[src/rtl/vtrk_pkg.sv]
package vtrk_pkg;
  localparam int WAY_W = 2;
  localparam int N_WAYS = 1 << WAY_W;

  typedef logic [WAY_W-1:0] way_t;

  typedef enum logic [2:0] {
    UPD_HOLD  = 3'd0,
    UPD_HIT_A = 3'd1,
    UPD_HIT_B = 3'd2,
    UPD_FIX   = 3'd3,
    UPD_OVR   = 3'd4
  } upd_e;

  localparam way_t WAY_LO = way_t'(0);
  localparam way_t WAY_HI = way_t'(N_WAYS - 1);
  localparam way_t OVR_B  = way_t'(1);
endpackage

[src/rtl/vtrk_pick.sv]
module vtrk_pick
  import vtrk_pkg::*;
(
  input  way_t a_i,
  input  way_t b_i,
  output way_t fresh_o
);
  logic a_top, b_top;
  way_t other;

  assign a_top = (a_i == WAY_HI);
  assign b_top = (b_i == WAY_HI);
  assign other = a_top ? b_i : a_i;

  always_comb begin
    if (!a_top && !b_top) begin
      fresh_o = ~(a_i ^ b_i);
    end else begin
      unique case (other)
        2'b00:   fresh_o = 2'b01;
        2'b01:   fresh_o = 2'b10;
        2'b10:   fresh_o = 2'b01;
        default: fresh_o = 2'b00;
      endcase
    end
  end
endmodule

[src/rtl/vtrk_next.sv]
module vtrk_next
  import vtrk_pkg::*;
(
  input  logic touch_i,
  input  way_t way_i,
  input  way_t a_i,
  input  way_t b_i,
  input  way_t fresh_i,
  output upd_e kind_o,
  output way_t nxt_a_o,
  output way_t nxt_b_o
);
  logic ovr_lo, ovr_hi;

  assign ovr_lo = (a_i == WAY_LO) && (b_i == WAY_HI) && (way_i == WAY_LO);
  assign ovr_hi = (a_i == WAY_HI) && (b_i == WAY_LO) && (way_i == WAY_HI);

  always_comb begin
    if (!touch_i)                kind_o = UPD_HOLD;
    else if (a_i == b_i)         kind_o = UPD_FIX;
    else if (ovr_lo || ovr_hi)   kind_o = UPD_OVR;
    else if (way_i == a_i)       kind_o = UPD_HIT_A;
    else if (way_i == b_i)       kind_o = UPD_HIT_B;
    else                         kind_o = UPD_HOLD;
  end

  always_comb begin
    nxt_a_o = a_i;
    nxt_b_o = b_i;
    unique case (kind_o)
      UPD_HIT_A: begin nxt_a_o = b_i; nxt_b_o = fresh_i; end
      UPD_HIT_B: nxt_b_o = fresh_i;
      UPD_FIX:   nxt_b_o = fresh_i;
      UPD_OVR:   begin nxt_a_o = b_i; nxt_b_o = OVR_B; end
      default:   ;
    endcase
  end
endmodule

[src/rtl/vtrk_state.sv]
module vtrk_state
  import vtrk_pkg::*;
#(
  parameter way_t RESET_A = 2'b00,
  parameter way_t RESET_B = 2'b01
) (
  input  logic clk_i,
  input  logic rst_i,
  input  upd_e kind_i,
  input  way_t nxt_a_i,
  input  way_t nxt_b_i,
  output way_t a_o,
  output way_t b_o
);
  logic load;
  assign load = (kind_i != UPD_HOLD);

  always_ff @(posedge clk_i) begin
    if (rst_i) begin
      a_o <= RESET_A;
      b_o <= RESET_B;
    end else if (load) begin
      a_o <= nxt_a_i;
      b_o <= nxt_b_i;
    end
  end
endmodule

[src/rtl/vtrk_top.sv]
module vtrk_top
  import vtrk_pkg::*;
#(
  parameter way_t RESET_A = 2'b00,
  parameter way_t RESET_B = 2'b01
) (
  input  logic       clk_i,
  input  logic       rst_i,
  input  logic       touch_i,
  input  logic [1:0] touch_way_i,
  output logic [1:0] recent_a_o,
  output logic [1:0] recent_b_o,
  output logic [1:0] offer_o,
  output logic       clash_o
);
  way_t a_q, b_q, fresh, nxt_a, nxt_b;
  upd_e kind;

  vtrk_pick u_pick (.a_i(a_q), .b_i(b_q), .fresh_o(fresh));

  vtrk_next u_next (
    .touch_i(touch_i), .way_i(touch_way_i), .a_i(a_q), .b_i(b_q),
    .fresh_i(fresh), .kind_o(kind), .nxt_a_o(nxt_a), .nxt_b_o(nxt_b)
  );

  vtrk_state #(.RESET_A(RESET_A), .RESET_B(RESET_B)) u_state (
    .clk_i(clk_i), .rst_i(rst_i), .kind_i(kind),
    .nxt_a_i(nxt_a), .nxt_b_i(nxt_b), .a_o(a_q), .b_o(b_q)
  );

  assign recent_a_o = a_q;
  assign recent_b_o = b_q;
  assign offer_o    = fresh;
  assign clash_o    = (a_q == b_q);

  p_offer_distinct_r2: assert property (@(posedge clk_i) disable iff (rst_i)
    (offer_o != recent_a_o) && (offer_o != recent_b_o));

  p_idle_hold_r6: assert property (@(posedge clk_i) disable iff (rst_i)
    !touch_i |=> $stable(recent_a_o) && $stable(recent_b_o));

  p_miss_hold_r5: assert property (@(posedge clk_i) disable iff (rst_i)
    (touch_i && !clash_o && touch_way_i != recent_a_o && touch_way_i != recent_b_o)
    |=> $stable(recent_a_o) && $stable(recent_b_o));

  p_hit_b_keeps_a_r4: assert property (@(posedge clk_i) disable iff (rst_i)
    (touch_i && !clash_o && touch_way_i == recent_b_o) |=> $stable(recent_a_o));

  p_hit_a_promotes_r3: assert property (@(posedge clk_i) disable iff (rst_i)
    (touch_i && !clash_o && touch_way_i == recent_a_o)
    |=> recent_a_o == $past(recent_b_o));

  p_a_from_old_r9: assert property (@(posedge clk_i) disable iff (rst_i)
    touch_i |=> (recent_a_o == $past(recent_a_o)) || (recent_a_o == $past(recent_b_o)));

  p_clash_clears_r7: assert property (@(posedge clk_i) disable iff (rst_i)
    (touch_i && clash_o) |=> !clash_o);
endmodule

[config.mk]
export PLATFORM = sky130hd
export DESIGN_NAME = vtrk_top
export DESIGN_NICKNAME = d
export VERILOG_FILES = /design/src/rtl/vtrk_pkg.sv /design/src/rtl/vtrk_pick.sv /design/src/rtl/vtrk_next.sv /design/src/rtl/vtrk_state.sv /design/src/rtl/vtrk_top.sv
export SDC_FILE = /design/constraint.sdc
export NUM_CORES = 1
export LEC_CHECK = 0
export BUFFER_PORTS_ARGS = -buffer_cell sky130_fd_sc_hd__buf_2
export CORE_AREA = 10 10 47 49
export DETAILED_ROUTE_END_ITERATION = 7
export DIE_AREA = 0 0 57 59
export MAX_ROUTING_LAYER = met4
export SYNTH_ARGS = -nofsm -noshare
export SYNTH_HDL_FRONTEND = slang
export SYNTH_SLANG_ARGS = --single-unit
[constraint.sdc]
create_clock -name clk_i -period 2.8 [get_ports clk_i]
set_input_delay 0.14 -clock clk_i [delete_from_list [all_inputs] [get_ports clk_i]]
set_output_delay 0.14 -clock clk_i [all_outputs]
set_load 0.005 [all_outputs]
==> results.md <==
* Ys flop type: dfxtp_1
* CP Capture Type: register
* Synth Register Bits at 4
* Crit-path cells: inv_2, or4_1, o22a_1, o31ai_2, o21bai_2
* CP delay by family, top: compound AO/OA/AOI/OAI gates
* Share of post-route cells with drive strength above 1 at 0.284
* HPWL Detailed at 785 um
* DRT Pass-1 Iters at 4
* Total CTS buffers at 3
* Avg WL per Cell at 12.7 um
* Syn avg cell area at 7.14 um^2
* # rows at 14
* Antenna diode instance count at 0
* Static leakage at 0.190 nW
* Most common cell in the synthesized netlist: nand2_1
* Worst path required time at 2960 ps
* Port Buffers at 11
* First-pass GRT wire length at 1.86 mm
* Clock Latency Late Sink at 230 ps
* Initial DRC count at 6
* CTS max path bufs at 2
* Number of distinct library cells after synthesis at 30
* Run status: complete, no violations
* Worst IR drop on VDD at 290 uV
* Crit path largest cell delay at 530 ps
* Synth warnings at 0
* Met3 WL at 19 um
* Clk slew on worst S/H paths at 40 ps
* Max Fclk at 575 MHz
* Die width at 57 um
* Initial Util at 0.296
* Largest net degree at the start of global routing at 14
* CTS Hold Bufs at 0
* Final setup fails at 0
* Fin Setup TNS at 0 ps
* Final Max Slew Viols at 0
* HP Class: input port to register
* Final #Nets at 74
* Total power at 0.286 mW
* Startpoint types: register
* Sequential fraction of the synthesis area at 0.193
* DR DRC count at 0
* Max cap viols at 0
* Skew final at 5.22 ps
* Worst slew margin at 0.696
* GRT Overall Usage at 0.0682
* RSZ-0062 raised after global routing: no
* Vias in the first global route at 469
* Crit path time final at 1740 ps
* Remaining global-route overflow at 0
* I/O Pins at 12
* H-Tree Depth at 1
* Top cell type's share of synthesized area at 0.193
* Place WS at 1100 ps
* Core footprint at 1400 um^2
* Util after Layout at 0.350
* Initial antenna violation count at 0
* Die height at 59 um
* DP Area at 468 um^2
* Crit path DAT at 1900 ps
* Number of buffers added for setup after CTS at 0
* Final Hold Viols at 0
* CP bufs+invs at 1
* Worst Tran Pin Value at 453 ps
* Final worst slack at 1060 ps
* Worst Hold Depth at 2
* Critical path type: register to register
* Post-cts resize count at 0
* Vias per std cell at 5.13
* DIE AREA at 3360 um^2
* Final ANT Viol Nets at 0
* Final Wtd Congestion at 0.781
* Post-Syn Nets at 63
* CP max FO at 7
* Top cells by area, synth: dfxtp_1 (19%), xnor2_1 (8.5%), nor2b_1 (6.0%), nand2_1 (5.4%), xor2_1 (4.2%)
* Total Wirelength at 1.06 mm
* R2R setup slack at 1060 ps
* WL met1 at 491 um
* Detailed-route via count at 426
* Cell Area, Synth at 414 um^2
* EDFF count, synth at 0
* Met2 Wirelength at 530 um
* Levels on crit path at 5
* Area Growth Syn to Fin at 18.4%
* Top post-synthesis cells by count: nand2_1 (6), dfxtp_1 (4), nor2b_1 (4), xnor2_1 (4)
* Layout Cells excl Fill at 83
* Final worst path period share at 0.621
* Clock root cell: clkbuf_4
* Clock Sinks at 4
* Final Hold Slack at 99.9 ps
* Max Used Layer: met4
* Finished Cell Area at 490 um^2
* Syn Inst Count at 58
* Post-synthesis async set-or-reset flop share at 0
* PD cells at 583 nW/um^2
* Critical-path top delay cell: or4_1
* Post-synth top area cell: dfxtp_1
* TritonCTS clock tree: done
* Placed Cells at 80
* Reg2Reg Depth at 5
flip-flops by register name, summed over array words and instances, names as in the netlist:
| signal | flops |
|---|---|
| u_state.a_o | 2 |
| u_state.b_o | 2 |
routing by layer:
metal | up-vias | GRT usage
met5 | - | -
met4 | 0 | 0.0503
met3 | 2 | 0.0129
met2 | 6 | 0.116
met1 | 193 | 0.0684
li1 | 225 | -
final timing paths:
path	start	end
setup / recovery	u_state.b_o[0]$_SDFFE_PP1P_	u_state.b_o[0]$_SDFFE_PP1P_
hold / removal	rst_i	u_state.a_o[1]$_SDFFE_PP0P_
setup reg to reg	u_state.b_o[0]$_SDFFE_PP1P_	u_state.b_o[0]$_SDFFE_PP1P_
hold reg to reg	u_state.b_o[0]$_SDFFE_PP1P_	u_state.a_o[0]$_SDFFE_PP0P_
worst reg2reg max path, delay by kind of cell (launching register included):
kind	cells	cell delay (ps)
AO/OA/AOI/OAI	3	570
buffers and inverters	1	110
flip-flops	1	470
AND/OR/NAND/NOR	1	530
power by group:
group	total, mW	switching [mW]	leakage [nW]	internal [mW]
Combinational	0.123	0.0620	0.144	0.0613
Sequential	0.0910	0.0245	0.0329	0.0665
Clock	0.0716	0.0236	0.0138	0.0480
placed cells by master, fill, tap and decap left out, drive strengths merged, types with 2 or more instances in the layout:
| cell type | instances |
|---|---|
| buf | 11 |
| nor2 | 3 |
| a21oi | 3 |
| o21ai | 3 |
| nand3 | 2 |
| xor2 | 2 |
| xnor2 | 4 |
| nand2b | 2 |
| nor2b | 4 |
| clkbuf | 3 |
| dfxtp | 4 |
| inv | 3 |
| nor4 | 2 |
| nand2 | 6 |
final cells by class:
| class | instances | area (um^2) |
|---|---|---|
| fill | 161 | 911 |
| multi-input combinational | 46 | 302 |
| sequential | 4 | 80.1 |
| timing repair buffer | 11 | 55.1 |
| clock buffer | 3 | 22.5 |
| tap | 16 | 20.0 |
| inverter | 3 | 11.3 |
cells by family after synthesis:
kind of cell,share of synthesized area
AND/OR/NAND/NOR,0.293
buffers and inverters,0.0785
AO/OA/AOI/OAI,0.308
flip-flops,0.193
XOR/XNOR,0.127
(Power assumes the default switching activity.)
